==> config.mk <==
export PLATFORM = sky130hd
export DESIGN_NAME = can_gw_tx_sched
export DESIGN_NICKNAME = d
export VERILOG_FILES = /design/src/rtl/can_gw_pkg.sv /design/src/rtl/can_gw_tok_store.sv /design/src/rtl/can_gw_rot_seq.sv /design/src/rtl/can_gw_tx_sched.sv
export SDC_FILE = /design/constraint.sdc
export NUM_CORES = 2
export LEC_CHECK = 0
export BUFFER_PORTS_ARGS = -buffer_cell sky130_fd_sc_hd__buf_2
export CORE_MARGIN = 2
export CORE_UTILIZATION = 25
export CTS_CLUSTER_SIZE = 12
export DETAILED_ROUTE_END_ITERATION = 16
export GPL_TIMING_DRIVEN = 0
export PLACE_DENSITY = 0.47
export SLEW_MARGIN = 0
export SYNTH_ARGS = -nofsm -noshare
export SYNTH_HDL_FRONTEND = slang
export SYNTH_HIERARCHICAL = 1
export SYNTH_SLANG_ARGS = --single-unit
==> constraint.sdc <==
create_clock -name clk -period 14 [get_ports clk]
set_clock_uncertainty 0.15 [all_clocks]
set_input_delay 2.1 -clock clk [delete_from_list [all_inputs] [get_ports clk]]
set_output_delay 2.1 -clock clk [all_outputs]
set_load 0.01 [all_outputs]
==> src/rtl/can_gw_pkg.sv <==
package can_gw_pkg;

    // Frame token carried through each client FIFO
    typedef struct packed {
        logic [10:0] ident;
        logic [3:0]  len;
        logic [63:0] payload;
    } can_frm_t;

    localparam int FRM_W = $bits(can_frm_t);

    // Scheduler poll state
    typedef enum logic {
        SCH_READY = 1'b0,   // polling allowed on idle strobes
        SCH_HOLD  = 1'b1    // frame launched, waiting for bus activity
    } sch_state_t;

    // Cyclic successor of a table position
    function automatic int unsigned next_pos(input int unsigned p, input int unsigned n);
        return (p + 1 >= n) ? 0 : p + 1;
    endfunction

endpackage

==> src/rtl/can_gw_tok_store.sv <==
module can_gw_tok_store
    import can_gw_pkg::*;
#(
    parameter int NUM_CLI = 6,
    parameter int PTR_W   = 2,
    parameter int IDX_W   = 3
) (
    input  logic                              clk,
    input  logic [NUM_CLI-1:0]                wr_en,
    input  logic [NUM_CLI-1:0][PTR_W-1:0]     wr_slot,
    input  logic [NUM_CLI-1:0][FRM_W-1:0]     wr_data,
    input  logic [IDX_W-1:0]                  rd_cli,
    input  logic [PTR_W-1:0]                  rd_slot,
    output logic [FRM_W-1:0]                  rd_data
);
    localparam int DEPTH = 1 << PTR_W;

    logic [FRM_W-1:0] bank_out [NUM_CLI];

    for (genvar c = 0; c < NUM_CLI; c++) begin : g_bank
        logic [FRM_W-1:0] bank [DEPTH];

        always_ff @(posedge clk) begin
            if (wr_en[c]) begin
                bank[wr_slot[c]] <= wr_data[c];
            end
        end

        assign bank_out[c] = bank[rd_slot];
    end

    assign rd_data = bank_out[rd_cli];

endmodule

==> src/rtl/can_gw_rot_seq.sv <==
module can_gw_rot_seq
    import can_gw_pkg::*;
#(
    parameter int          NUM_CLI = 6,
    parameter int          IDX_W   = 3,
    parameter int unsigned ORDER [NUM_CLI] = '{3, 0, 5, 1, 4, 2}
) (
    input  logic             clk,
    input  logic             rst,
    input  logic             step,
    output logic [IDX_W-1:0] cur_cli
);
    localparam int POS_W = (NUM_CLI > 1) ? $clog2(NUM_CLI) : 1;

    logic [POS_W-1:0] pos;

    always_ff @(posedge clk) begin
        if (rst) begin
            pos <= '0;
        end else if (step) begin
            pos <= POS_W'(next_pos(int'(pos), NUM_CLI));
        end
    end

    assign cur_cli = IDX_W'(ORDER[pos]);

    if (NUM_CLI > 1) begin : g_chk
        AST_STEP_NEW_CLIENT: assert property (@(posedge clk) disable iff (rst)
            step |=> cur_cli != $past(cur_cli))
            else $error("rotation step did not change client");
    end

endmodule

==> src/rtl/can_gw_tx_sched.sv <==
module can_gw_tx_sched
    import can_gw_pkg::*;
#(
    parameter int          NUM_CLI = 6,
    parameter int          PTR_W   = 2,
    parameter int unsigned ORDER [NUM_CLI] = '{3, 0, 5, 1, 4, 2}
) (
    input  logic                                   clk,
    input  logic                                   rst,
    input  logic                                   bit_tick,
    input  logic                                   bus_idle,
    input  logic [NUM_CLI-1:0]                     tok_we,
    input  logic [NUM_CLI-1:0][PTR_W-1:0]          tok_slot,
    input  logic [NUM_CLI-1:0][FRM_W-1:0]          tok_data,
    input  logic [NUM_CLI-1:0][PTR_W:0]            wr_cnt,
    output logic [NUM_CLI-1:0][PTR_W:0]            rd_cnt,
    output logic                                   tx_start,
    output logic [((NUM_CLI > 1) ? $clog2(NUM_CLI) : 1)-1:0] tx_client,
    output logic [FRM_W-1:0]                       tx_frame
);
    localparam int IDX_W = (NUM_CLI > 1) ? $clog2(NUM_CLI) : 1;
    localparam int CNT_W = PTR_W + 1;

    sch_state_t       state;
    logic [IDX_W-1:0] cur_cli;
    logic [FRM_W-1:0] head_frm;
    logic [CNT_W-1:0] cur_rd;
    logic             has_frame;
    logic             poll;
    logic             launch;

    can_gw_rot_seq #(
        .NUM_CLI (NUM_CLI),
        .IDX_W   (IDX_W),
        .ORDER   (ORDER)
    ) u_rot (
        .clk     (clk),
        .rst     (rst),
        .step    (poll),
        .cur_cli (cur_cli)
    );

    can_gw_tok_store #(
        .NUM_CLI (NUM_CLI),
        .PTR_W   (PTR_W),
        .IDX_W   (IDX_W)
    ) u_store (
        .clk     (clk),
        .wr_en   (tok_we),
        .wr_slot (tok_slot),
        .wr_data (tok_data),
        .rd_cli  (cur_cli),
        .rd_slot (cur_rd[PTR_W-1:0]),
        .rd_data (head_frm)
    );

    assign cur_rd    = rd_cnt[cur_cli];
    assign has_frame = (wr_cnt[cur_cli] != cur_rd);
    assign poll      = bit_tick && bus_idle && (state == SCH_READY);
    assign launch    = poll && has_frame;

    always_ff @(posedge clk) begin
        if (rst) begin
            state     <= SCH_READY;
            rd_cnt    <= '0;
            tx_start  <= 1'b0;
            tx_client <= '0;
            tx_frame  <= '0;
        end else begin
            tx_start <= launch;
            if (launch) begin
                tx_frame         <= head_frm;
                tx_client        <= cur_cli;
                rd_cnt[cur_cli]  <= cur_rd + 1'b1;
            end
            case (state)
                SCH_READY: if (launch)    state <= SCH_HOLD;
                SCH_HOLD:  if (!bus_idle) state <= SCH_READY;
                default:                  state <= SCH_READY;
            endcase
        end
    end

    AST_START_ON_IDLE_TICK: assert property (@(posedge clk) disable iff (rst)
        tx_start |-> $past(bit_tick) && $past(bus_idle))
        else $error("start without idle strobe");

    AST_OUT_HELD: assert property (@(posedge clk) disable iff (rst)
        !tx_start |-> $stable(tx_frame) && $stable(tx_client))
        else $error("output changed without start");

    AST_NO_BACK_TO_BACK: assert property (@(posedge clk) disable iff (rst)
        tx_start |=> !tx_start)
        else $error("start pulse longer than one cycle");

    for (genvar c = 0; c < NUM_CLI; c++) begin : g_cnt_chk
        AST_RD_ADV_ON_START: assert property (@(posedge clk) disable iff (rst)
            rd_cnt[c] != $past(rd_cnt[c]) |-> tx_start && (tx_client == IDX_W'(c)))
            else $error("read counter moved without start");

        AST_RD_NEEDS_PUBLISH: assert property (@(posedge clk) disable iff (rst)
            rd_cnt[c] != $past(rd_cnt[c]) |-> $past(wr_cnt[c] != rd_cnt[c]))
            else $error("read past published counter");
    end

endmodule

======== Yosys cells after proc, flatten, opt, wreduce, memory -nomap -nowiden ========
Memory sizes are Yosys's and may differ from the RTL's.
Index checks and enable logic that the tools add are counted.
operators by class
  $lt $le $gt $ge ......................... 5
  bitwise gates (word level) .............. 3
  equal/unequal tests ..................... 1
  reductions and logical operators ........ 4
  multiplexer cells ....................... 28
  add/subtract/negate cells ............... 2
operators with widths
  cell                                                                number
  binary-select mux 79 bit (select 3 bit)                             1
  two-way mux 79 bit                                                  2
  binary-select mux 3 bit (select 3 bit)                              2
  bitwise mux 18 bit                                                  1
  two-way mux 3 bit                                                   6
  two-way mux 1 bit                                                   14
  demux 3 bit (select 3 bit)                                          1
  greater-or-equal comparator 4 bit (second input constant)           2
  NOT 3 -> 4 bit                                                      2
  adder 3 x 1 -> 4 bit (second input constant)                        1
  greater-or-equal comparator 4 x 3 -> 1 bit (second input constant)  1
  logical AND 1 bit                                                   4
  less-than comparator 3 x 4 -> 1 bit (second input constant)         1
  adder 3 x 1 -> 3 bit (second input constant)                        1
  greater-or-equal comparator 3 x 1 -> 1 bit (second input constant)  1
  != test 3 bit                                                       1
  one-hot mux 1 bit (2 select lines)                                  1
  NOT 1 bit                                                           1
storage, ports and cells
  input port bits ......................... 514
  memories kept ........................... 7
  register bits ........................... 105
  memory bits (writable) .................. 1896
  bits in read-only memories .............. 256
  word-level logic and storage cells ...... 61
  output and inout port bits .............. 101
memory list
  name                    words  bits a word  rd ports  clocked after Yosys merged registers in  write ports  RTL line                text
  u_store.g_bank[0].bank  4      79           1         0                                        1            can_gw_tok_store.sv:21  logic [FRM_W-1:0] bank [DEPTH];
  u_store.g_bank[1].bank  4      79           1         0                                        1            can_gw_tok_store.sv:21
  u_store.g_bank[2].bank  4      79           1         0                                        1            can_gw_tok_store.sv:21
  u_store.g_bank[3].bank  4      79           1         0                                        1            can_gw_tok_store.sv:21
  u_store.g_bank[4].bank  4      79           1         0                                        1            can_gw_tok_store.sv:21
  u_store.g_bank[5].bank  4      79           1         0                                        1            can_gw_tok_store.sv:21
  +1 memories             -      -            -         -                                        -            -

======== Logic depth before layout (Yosys ltp) ========
  word-level depth ........................ 10
  mapped depth ............................ 18
  depth with buffers taken out ............ 12

======== Hierarchy ========
Netlist, hierarchy kept.
by module, submodules not included
  module            cells each  instances  seq. area each (µm²)  area each (µm²)
  can_gw_tok_store  3690        1          56934.6               72897.4
  can_gw_tx_sched   488         1          2042.0                5026.1
  can_gw_rot_seq    29          1          60.1                  261.5

======== Least setup slack after synthesis ========
OpenSTA, ideal clock, no wires.
  path kind ............................... in2reg
  from .................................... input port tok_slot[1] (netlist name)
  to ...................................... memory u_store/g_bank[0].bank[0][0] (netlist name) (enable)
  stages on the path ...................... 1
  path buffers ............................ 0
  slack ................................... 5.339 ns
  setup time .............................. 0.631 ns
  data required time ...................... 13.219 ns
  data arrival time ....................... 7.880 ns
  cell sequence ........................... nor3b_1
RTL lines
  item                RTL line                text
  start: declaration  can_gw_tx_sched.sv:13   input logic [NUM_CLI-1:0][PTR_W-1:0] tok_slot,
  end: declaration    can_gw_tok_store.sv:21
No word-level cell before the write port.

======== Final worst setup path ========
  from .................................... register u_rot.pos[0]
  to ...................................... register tx_frame[66]
on the way
  word-level cells in the longest chain between the ends .. 10
  elaborated cells between the ends (all ways) .. 20
  those cells by class .................... eq/ne (1); mux (9); bitwise (2); reduce/logical (1); memory (7)
RTL lines
  item                                                        RTL line                text
  start: declaration                                          can_gw_rot_seq.sv:15    logic [POS_W-1:0] pos;
  start signal: assignment                                    can_gw_rot_seq.sv:21    pos <= POS_W'(next_pos(int'(pos), NUM_CLI));
  NOT 3 -> 4 bit (implied by the code) (*)                    can_gw_rot_seq.sv:25    assign cur_cli = IDX_W'(ORDER[pos]);
  memory (8 x 32 bit) (*)                                     -
  two-way mux 3 bit (implied by the code) (*) (2 in series)   can_gw_rot_seq.sv:25
  via cur_cli[1]                                              can_gw_tx_sched.sv:25   logic [IDX_W-1:0] cur_cli;
  binary-select mux 3 bit (select 3 bit) (*)                  can_gw_tx_sched.sv:57   assign cur_rd = rd_cnt[cur_cli];
  two-way mux 3 bit (implied by the code) (*)                 can_gw_tx_sched.sv:57
  via cur_rd[1]                                               can_gw_tx_sched.sv:27   logic [CNT_W-1:0] cur_rd;
  memory (4 x 79 bit)                                         -
  binary-select mux 79 bit (select 3 bit) (*)                 can_gw_tok_store.sv:32  assign rd_data = bank_out[rd_cli];
  two-way mux 79 bit (implied by the code) (*) (2 in series)  can_gw_tok_store.sv:32
  via head_frm[66]                                            can_gw_tx_sched.sv:26   logic [FRM_W-1:0] head_frm;
  end signal: assignment                                      can_gw_tx_sched.sv:72   tx_frame <= head_frm;
  end: declaration                                            can_gw_tx_sched.sv:19   output logic [FRM_W-1:0] tx_frame
The timed path passes the listed nets; every way through them passes the cells marked *. The select of a mux whose other input is x is not followed.
A chain may end at the register's enable or synchronous reset.

==> metrics.txt <==
TritonCTS clock tree built; Via Count 43,650; Reg2Reg Depth 17; Overflow after GRT 0; Skew-Pair Late Insertion Delay 930 ps; startpoint types flop; Worst-Margin Slew 1393 ps; Peak VDD IR 0.1094 mV; WP data arrival 6880 ps; largest net degree at the start of global routing 47; final max-slew violation count 0; Period minus WS final 6282 ps; initial antenna violation count 311; proportion of layout cells with a drive suffix above 1 0.2526; FF+latch area 59,040 µm²; row count 205; MaxCap Viol Count 0; yosys warns 6; Crit-path slowest cell clkbuf_1; RD Place Congestion 0.7964; crit-path max cell delay 770 ps; top cells by count, synth edfxtp_1 (1,896), mux2i_1 (747), nand2b_1 (245); Die Y 563.2 µm; static leakage 0.03059 µW; status finished clean; crit-path cells inv_1, ha_1, mux2_2, buf_6, or2_0, buf_2, o22ai_1, or2_2, buf_2, and2_1, clkbuf_2, clkbuf_1, a22oi_1, nand3_1, o211ai_1, nand2b_1, mux2i_1; Tot GR Track Use 0.1743; DR DRC count 0; CP max FO 12; DP Wirelength 213,800 µm; Hold EP tx_frame[70]; I/O pin total 615; post-synth net total 4,726; initial core utilization 0.2509; CTS Hold Bufs 0; Pwr per Cell Area 146.2 nW/µm²; share of the synthesized area in the top cell type 0.7282; Die X 563.2 µm; clk sinks 2,001; Synth Register Bits 2,001; asr flop ratio synth 0; Worst-path clk slew 60 ps; final setup fails 0; critical path required time 14,590 ps; root buffer cell clkbuf_16; area of the multi-input gates 17,870 µm²; H-tree Lvls 4; WL per Instance 29.72 µm; Area Growth Syn to Fin 21.84%; top-count cell post-synth edfxtp_1; R2R setup slack 7720 ps; final setup TNS 0 ps; most frequent CP cell buf_2; FF-to-FF Start u_rot/pos[0]; largest cells by area after synthesis edfxtp_1 (73%), mux2i_1 (9.6%), mux4_2 (4.6%); WHS Path Cells 2; drt pass-1 iters 5; number of filler cells placed in the layout 30,510; distinct cell type count after synthesis 56; cell type with the highest aggregate area in the netlist edfxtp_1; Worst Hold Launch tx_frame[70]; Mapped Area 78,180 µm²; Seq/Total Area, Yosys 0.7551; first-pass GRT wire length 375,900 µm; Final Cell Area 95,260 µm²; post-CTS setup buffers 0; reg2reg end tx_frame[66]; Via density 4.578; Total Routed Length 283,400 µm; RSZ-0062 raised after global routing no; Post-synth EDFFs 1,896; post-CTS resize count 0; max_slew headroom 0.07137; Max Buffers Root-to-Sink 4; PortBufs 614; placed cell areas 88,190 µm²; Gate Count Post-Synth 4,207; DRT iter0 DRCs 3,759; Tcrit/Tclk final 0.4487; DIE AREA 317,200 µm²; Critical Path Sink Type flop; nets 5,667; worst setup path class flop to flop; maximum clock frequency 159.2 MHz; dominant synthesized flop cell edfxtp_1; final-report hold violation count 0; CTS Buf Count 224; number of global-route vias before repair 43,500; hold crit path type flop to flop; Avg Inst Size Synth 18.58 µm²; total core area 311,600 µm²; post-route ant nets 0
==> worst max path at each step <==
stage               cells past startpoint         start  slack, ps                       endpoint
finish                                 17  u_rot/pos[0]       7720                   tx_frame[66]
global route                           17  u_rot/pos[0]       7490                   tx_frame[66]
CTS                                    17  u_rot/pos[0]       7640                   tx_frame[66]
detailed placement                     17  u_rot/pos[0]       7660                   tx_frame[66]
global placement                        2   tok_slot[6]      -2880  u_store/g_bank[3].bank[0][36]
floorplan                               1   tok_slot[1]       5340   u_store/g_bank[0].bank[0][0]
==> cell families after synthesis <==
group	Yosys count	share of synthesized area
AOI/OAI and AO/OA	446	0.04279
and+or+nand+nor	587	0.04098
DFF	2001	0.7551
adders and majority gates	5	0.0008002
muxes	909	0.1417
buffers and inverters	255	0.01807
xor gates and xnor gates	4	0.0005442
==> critical path, delay by kind of cell, from the launching register on <==
| family | cells | cell delay [ps] |
|---|---|---|
| buffers and inverters | 6 | 2640 |
| AND/OR/NAND/NOR | 5 | 1290 |
| AO/OA/AOI/OAI | 3 | 870 |
| multiplexers | 2 | 470 |
| flip-flops | 1 | 470 |
| adder cells (fa/ha/maj) | 1 | 210 |
==> placed cells by master (no fill, tap or decap), drive strengths merged, types with 9 or more instances in the layout <==
master,instances
nand3,197
a21oi,63
edfxtp,1896
clkbuf,420
bufinv,10
diode,70
buf,852
mux4,158
a22oi,237
a221oi,40
dfxtp,105
mux2i,747
nand2,70
o211ai,82
clkinv,75
nand2b,245
inv,9
nor2,38
==> power by group <==
group / switching, µW / total, µW / leakage (µW) / internal, µW
clock: 2380 / 5580 / 0.00333 / 3200
combinational: 899 / 1400 / 0.00899 / 505
sequential: 75.9 / 6950 / 0.0183 / 6870
==> sequential cells by signal, indices dropped and copies added (netlist names) <==
signal               cells
u_store/g_bank.bank   1896
tx_frame                79
rd_cnt                  18
tx_client                3
u_rot/pos                3
state                    1
tx_start                 1
==> layer usage <==
metal  global-route usage  vias up  share of wire
met2               0.2750     1569           0.46
li1                     -    18900              -
met4              0.06087      174          0.036
met5                    0        -         0.0038
met1               0.2226    22360           0.41
met3              0.05843      646          0.090
==> through the flow <==
step | std cells | util | setup slack [ps] | power [µW] | hold WS (ps)
global route | 9490 | 0.3053 | 7493 | 14440 | 346.3
CTS | 9465 | 0.3051 | 7637 | 14120 | 321.9
detailed placement | 9062 | 0.2830 | 7661 | 8504 | 311.7
global placement | 8961 | 0.2774 | -2878 | 8480 | 308.4
finish | 9535 | 0.3057 | 7718 | 13930 | 318.4
floorplan | 4207 | - | 5339 | 7813 | 315.9
==> area by class of cell <==
class                           instances  share of cell area
Multi-Input combinational cell       1951              0.1876
Buffer                                252             0.01478
Clock inverter                         98            0.008787
Timing Repair Buffer                  715             0.04924
Clock buffer                          305             0.06355
Antenna cell                           70            0.001839
Inverter                                3           0.0001182
Sequential cell                      2001              0.6197
Tap cell                             4140             0.05438
(Power assumes the default switching activity.)
